`config.mk`:
```
export PLATFORM = sky130hd
export DESIGN_NAME = eeprom_cmd_mailbox
export DESIGN_NICKNAME = d
export VERILOG_FILES = /design/src/rtl/mbx_pkg.sv /design/src/rtl/mbx_ctrl.sv /design/src/rtl/mbx_datapath.sv /design/src/rtl/eeprom_cmd_mailbox.sv
export SDC_FILE = /design/constraint.sdc
export NUM_CORES = 1
export LEC_CHECK = 0
export ABC_AREA = 0
export BUFFER_PORTS_ARGS = -buffer_cell sky130_fd_sc_hd__buf_2
export CORE_ASPECT_RATIO = 0.7
export CORE_UTILIZATION = 48
export DETAILED_ROUTE_END_ITERATION = 10
export PLACE_DENSITY = 0.83
export REMOVE_ABC_BUFFERS = 1
export SYNTH_ARGS = -nofsm -noshare
export SYNTH_HDL_FRONTEND = slang
export SYNTH_SLANG_ARGS = --single-unit
```
`constraint.sdc`:
```
create_clock -name clk -period 3.4 [get_ports clk]
set_input_delay 0.68 -clock clk [delete_from_list [all_inputs] [get_ports clk]]
set_output_delay 0.68 -clock clk [all_outputs]
set_load 0.005 [all_outputs]
```
`src/rtl/mbx_pkg.sv`:
```
package mbx_pkg;

  typedef enum logic [1:0] {
    RD_ZERO  = 2'd0,
    RD_ONES  = 2'd1,
    RD_PRES  = 2'd2,
    RD_FETCH = 2'd3
  } rdSrc_e;

  typedef struct packed {
    logic   selWr;    // store decoded slot choice
    logic   offWr;    // store offset from first command word
    logic   fetchLo;  // address offset+1 instead of offset
    logic   capHi;    // capture high byte from memory
    rdSrc_e rdSrc;    // read data source
  } mbxStrobe_t;

  typedef struct packed {
    logic       ok;
    logic [1:0] idx;
  } slotSel_t;

  function automatic slotSel_t decodeSel(input logic [15:0] code);
    slotSel_t s;
    s.ok  = 1'b1;
    s.idx = 2'd0;
    case (code)
      16'h1700: s.idx = 2'd0;
      16'h1D00: s.idx = 2'd1;
      16'h3500: s.idx = 2'd2;
      default:  s.ok  = 1'b0;
    endcase
    return s;
  endfunction

endpackage

```
`src/rtl/mbx_ctrl.sv`:
```
module mbx_ctrl
  import mbx_pkg::*;
#(
  parameter int ADDR_W    = 8,
  parameter int SEL_ADDR  = 'h12,
  parameter int DATA_ADDR = 'h42
) (
  input  logic              clk,
  input  logic              rstN,
  input  logic              busReq,
  input  logic              busWrite,
  input  logic [ADDR_W-1:0] busAddr,
  input  logic              slotHit,
  output logic              busReady,
  output logic              memRdEn,
  output mbxStrobe_t        strb
);

  typedef enum logic [1:0] {ST_IDLE, ST_LO, ST_DONE} state_e;

  state_e state, stateNxt;
  logic   cmdPos, cmdValid;
  logic   isSel, isData, fetchGo;

  assign isSel   = (busAddr == ADDR_W'(SEL_ADDR));
  assign isData  = (busAddr == ADDR_W'(DATA_ADDR));
  assign fetchGo = busReq && !busWrite && isData && cmdValid && slotHit;

  always_comb begin
    stateNxt     = state;
    busReady     = 1'b0;
    memRdEn      = 1'b0;
    strb         = '0;
    strb.rdSrc   = RD_ZERO;
    case (state)
      ST_IDLE: begin
        if (fetchGo) begin
          memRdEn  = 1'b1;
          stateNxt = ST_LO;
        end else if (busReq) begin
          busReady = 1'b1;
          if (busWrite) begin
            strb.selWr = isSel;
            strb.offWr = isData && !cmdPos;
          end else if (isData) begin
            strb.rdSrc = RD_ONES;
          end else if (isSel) begin
            strb.rdSrc = RD_PRES;
          end
        end
      end
      ST_LO: begin
        memRdEn      = 1'b1;
        strb.fetchLo = 1'b1;
        strb.capHi   = 1'b1;
        stateNxt     = ST_DONE;
      end
      default: begin
        busReady   = 1'b1;
        strb.rdSrc = RD_FETCH;
        stateNxt   = ST_IDLE;
      end
    endcase
  end

  always_ff @(posedge clk) begin
    if (!rstN) begin
      state    <= ST_IDLE;
      cmdPos   <= 1'b0;
      cmdValid <= 1'b0;
    end else begin
      state <= stateNxt;
      if (busReq && busReady && isData) begin
        if (busWrite) begin
          cmdPos <= !cmdPos;
          if (cmdPos) cmdValid <= 1'b1;
        end else begin
          cmdValid <= 1'b0;
        end
      end
    end
  end

  p_ready_needs_req_r8: assert property (@(posedge clk) disable iff (!rstN)
    busReady |-> busReq);
  p_mem_under_req_r8: assert property (@(posedge clk) disable iff (!rstN)
    memRdEn |-> (busReq && !busWrite && isData));
  p_read_disarms_r4: assert property (@(posedge clk) disable iff (!rstN)
    (busReq && busReady && !busWrite && isData) |=> !cmdValid);
  p_second_word_arms_r3: assert property (@(posedge clk) disable iff (!rstN)
    (busReq && busReady && busWrite && isData && cmdPos) |=> (cmdValid && !cmdPos));

endmodule

```
`src/rtl/mbx_datapath.sv`:
```
module mbx_datapath
  import mbx_pkg::*;
#(
  parameter int OFF_W = 6
) (
  input  logic             clk,
  input  logic             rstN,
  input  mbxStrobe_t       strb,
  input  logic [15:0]      busWdata,
  input  logic [2:0]       slotPresent,
  input  logic [7:0]       memRdata,
  output logic             slotHit,
  output logic [1:0]       memSlot,
  output logic [OFF_W:0]   memAddr,
  output logic [15:0]      busRdata
);

  localparam int MEM_AW = OFF_W + 1;

  slotSel_t         selReg;
  logic [OFF_W-1:0] offReg;
  logic [7:0]       hiByte;
  logic [3:0]       presPad;

  assign presPad = {1'b0, slotPresent};
  assign slotHit = selReg.ok && presPad[selReg.idx];
  assign memSlot = selReg.idx;
  assign memAddr = MEM_AW'(offReg) + MEM_AW'(strb.fetchLo);

  always_ff @(posedge clk) begin
    if (!rstN) begin
      selReg <= '0;
      offReg <= '0;
      hiByte <= '0;
    end else begin
      if (strb.selWr) selReg <= decodeSel(busWdata);
      if (strb.offWr) offReg <= busWdata[OFF_W-1:0];
      if (strb.capHi) hiByte <= memRdata;
    end
  end

  always_comb begin
    case (strb.rdSrc)
      RD_ONES:  busRdata = 16'hFFFF;
      RD_PRES:  busRdata = ~{13'd0, slotPresent};
      RD_FETCH: busRdata = {hiByte, memRdata};
      default:  busRdata = 16'h0000;
    endcase
  end

  p_lo_addr_follows_r4: assert property (@(posedge clk) disable iff (!rstN)
    strb.fetchLo |-> (memAddr == $past(memAddr) + MEM_AW'(1)));
  p_fetch_after_cap_r8: assert property (@(posedge clk) disable iff (!rstN)
    strb.capHi |=> (strb.rdSrc == RD_FETCH));

endmodule

```
`src/rtl/eeprom_cmd_mailbox.sv`:
```
module eeprom_cmd_mailbox
  import mbx_pkg::*;
#(
  parameter int ADDR_W    = 8,
  parameter int OFF_W     = 6,
  parameter int SEL_ADDR  = 'h12,
  parameter int DATA_ADDR = 'h42
) (
  input  logic              clk,
  input  logic              rstN,
  input  logic              busReq,
  input  logic              busWrite,
  input  logic [ADDR_W-1:0] busAddr,
  input  logic [15:0]       busWdata,
  output logic [15:0]       busRdata,
  output logic              busReady,
  input  logic [2:0]        slotPresent,
  output logic              memRdEn,
  output logic [1:0]        memSlot,
  output logic [OFF_W:0]    memAddr,
  input  logic [7:0]        memRdata
);

  mbxStrobe_t strb;
  logic       slotHit;

  mbx_ctrl #(
    .ADDR_W(ADDR_W), .SEL_ADDR(SEL_ADDR), .DATA_ADDR(DATA_ADDR)
  ) u_ctrl (
    .clk(clk), .rstN(rstN), .busReq(busReq), .busWrite(busWrite),
    .busAddr(busAddr), .slotHit(slotHit), .busReady(busReady),
    .memRdEn(memRdEn), .strb(strb)
  );

  mbx_datapath #(.OFF_W(OFF_W)) u_dp (
    .clk(clk), .rstN(rstN), .strb(strb), .busWdata(busWdata),
    .slotPresent(slotPresent), .memRdata(memRdata), .slotHit(slotHit),
    .memSlot(memSlot), .memAddr(memAddr), .busRdata(busRdata)
  );

endmodule

```
==> flow_metrics.env <==
export IMPL_outcome="complete, no violations"
export IMPL_crit_path_frequent_cell="buf_2"
export IMPL_dp_cells=262
export IMPL_yosysMostFrequentCell="nand2_1"
export IMPL_io_pin_count=66
export IMPL_required_ns=2.72
export IMPL_hold_path_cell_count=2
export IMPL_fmax_mhz=330.4
export IMPL_grt_pass1_vias=1097
export IMPL_area_growth_pct=30.17
export IMPL_r2r_start="u_ctrl.state[1]"
export IMPL_slowest_stage="nand4_1"
export IMPL_die_w_um=63.66
export IMPL_fin_skew_ns=0.001333
export IMPL_yosysUniqueCellTypes=39
export IMPL_sw_frac_of_total_pct=23.01
export IMPL_min_from="u_dp.selReg[2]"
export IMPL_setup_ws_ns=0.3731
export IMPL_ant_nets=0
export IMPL_cts_max_path_buffers=2
export IMPL_core_um2=2496
export IMPL_tightest_slew_ns=0.6336
export IMPL_drive_above_1_share_pct=33.62
export IMPL_synth_edf_count=0
export IMPL_ys_top_cells_by_count="nand2_1, dfxtp_1, a21oi_1"
export IMPL_antenna_cells=0
export IMPL_critPathArrivalTime_ns=2.35
export IMPL_cts_hold_buf=0
export IMPL_pre_cts_slack_ns=0.3871
export IMPL_cts_setup_buffers=0
export IMPL_synth_largest_area_cell="dfxtp_1"
export IMPL_startpoint="busAddr[7]"
export IMPL_die_h_um=45.16
export IMPL_cts_root_buf="clkbuf_8"
export IMPL_leakage_nw=0.8350
export IMPL_syn_inst=169
export IMPL_dpl_cell_area_um2=1617
export IMPL_die_area_um2=2875
export IMPL_cp_max_fo=13
export IMPL_hold_violations=0
export IMPL_power_frac_seq_pct=53.9
export IMPL_async_reset_ff_share_pct=0
export IMPL_hold_path_class="register to register"
export IMPL_wl_um=3039
export IMPL_cts_resized=0
export IMPL_route_detailed_drc=0
export IMPL_synthTopCellsByArea="dfxtp_1, nand2_1, mux2i_1, a21oi_1, nor2_1"
export IMPL_finalSetupViolations=0
export IMPL_io_buffers=65
export IMPL_path_clk_slew_ns=0.07
export IMPL_synth_top_area_share_pct=32.91
export IMPL_hpwl_um=2424
export IMPL_vias_per_cell=5.109
export IMPL_clock_sinks=21
export IMPL_endpoint_kind="output pin"
export IMPL_wl_per_cell_um=11.42
export IMPL_htree_num_levels=1
export IMPL_crit_type="primary input to output pin"
export IMPL_fin_nets=274
export IMPL_grt_max_degree=23
export IMPL_antenna_found_initial=0
export IMPL_synth_seq_area_share_pct=32.91
export IMPL_syn_avg_cell_area_um2=7.559
export IMPL_cts_tree="done"
export IMPL_slew_headroom_pct=57.76
export IMPL_comb_power_share_pct=10.7
export IMPL_layout_min_cycle_time_ns=3.027
export IMPL_p_int_w=0.0003511
export IMPL_grt_pass1_wl_um=4940
export IMPL_cts_buffers=3
export IMPL_cellPowerDensity_nw_per_um2=274.2
export IMPL_p_switching_w=0.0001049
export IMPL_slowest_delay_ns=0.45
export IMPL_crit_path_start_kind="primary input"
export IMPL_hold_slack_ns=0.4525
export IMPL_overflow=0
export IMPL_clkLatencyLatePin_ns=0.26
export IMPL_finalCritPeriodShare_pct=89.03
export IMPL_ys_ff_latch=21
export IMPL_yosysWarnings=0
export IMPL_vias=1359
export IMPL_gp_congestion=0.9279
export IMPL_pwr_share_clk_pct=35.4
export IMPL_ff2ff_path_depth=6
export IMPL_start_util_pct=51.18
export IMPL_fin_area_um2=1663
export IMPL_drt_iter0_drc=61
export IMPL_synthesis_area_um2=1277
export IMPL_num_rows=15
export IMPL_tns_ns=0
export IMPL_rsz0062_at_grt="false"
export IMPL_synthFlopType="dfxtp_1"
export IMPL_drt_pass1_iter_count=4
export IMPL_track_usage_pct=22.60
export IMPL_fin_cells=266
export IMPL_maxCapViolCount=0
export IMPL_drv_slew=0
export IMPL_ir_drop_uv=218.2
export IMPL_crit_chain="buf_2 -> nor4b_4 -> and2_2 -> and3_1 -> nand4_1 -> nand2_1 -> buf_2"
## critical path: cells and delay by family
family | cells | cell delay (ns)
simple gates | 5 | 1.42
buf+inv | 2 | 0.24
## cell usage in the layout, fill, tap and decap left out, types with 3 or more instances in the layout
cell type  Yosys  final
a21oi_1       13     13
and3_1         3      3
buf_2          1     65
clkbuf_8       0      3
nor2_1        12     12
xnor2_1        3      3
mux2i_1        7      7
o21ai_0        5      5
inv_1          3      3
nand2_1       48     48
nand3_1        5      5
a22o_1         3      3
nand4_1        3      3
or4_1          3      3
nand3b_1       3      3
nand2b_1       3      3
dfxtp_1       21     21
## power by group through the flow
stage                logic, W  clock network [W]  registers [W]
detailed placement  0.0000486                  0       0.000252
finish              0.0000488           0.000161       0.000246
global route        0.0000547           0.000173       0.000246
global placement    0.0000478                  0       0.000252
CTS                 0.0000490           0.000164       0.000246
floorplan           0.0000159                  0       0.000252
## per-layer routing
layer	vias to the layer above	wire, µm	global-route usage (%)
li1	708	-	-
met1	595	1465	29.38
met2	50	1307	36.81
met3	6	222	6.566
met4	0	44	6.818
met5	-	0	0
## worst paths after layout
kind | end | slack, ns
setup / recovery | busRdata[13] | 0.37
hold / removal | u_dp.selReg[2] | 0.45
setup reg to reg | u_dp.offReg[2] | 1.46
hold reg to reg | u_dp.selReg[2] | 0.45
## layout make-up
| class | instances | area [µm²] |
|---|---|---|
| Fill cell | 236 | 833.3 |
| Multi-Input combinational cell | 136 | 798.3 |
| Sequential cell | 21 | 420.4 |
| Timing Repair Buffer | 67 | 340.3 |
| Tap cell | 34 | 42.54 |
| Clock buffer | 3 | 41.29 |
| Inverter | 4 | 15.01 |
| Clock inverter | 1 | 5.005 |
## state kept, by name, summed over array words and instances (netlist names)
register	cells
u_dp.hiByte	8
u_dp.offReg	6
u_ctrl.state	2
u_dp.memSlot	2
u_ctrl.cmdPos	1
u_ctrl.cmdValid	1
u_dp.selReg	1
## cells by family (layout without fill, tap and decap cells)
logic type / count (synthesis) / after routing / synth area share [%]
simple gates: 94 / 94 / 37.12
xor+xnor: 5 / 5 / 3.429
fa+ha+maj: 2 / 2 / 1.959
flops: 21 / 21 / 32.91
compound gates: 28 / 28 / 14.49
mux: 7 / 7 / 5.485
buf+inv: 12 / 75 / 4.602
## through the flow
| step | utilization [%] | power [W] |
|---|---|---|
| floorplan | - | 0.0002675 |
| global placement | 64.76 | 0.0002994 |
| detailed placement | 64.76 | 0.0003002 |
| CTS | 66.62 | 0.0004586 |
| global route | 66.62 | 0.0004738 |
| finish | 66.62 | 0.0004560 |
Power figures use the tool's default switching activity.
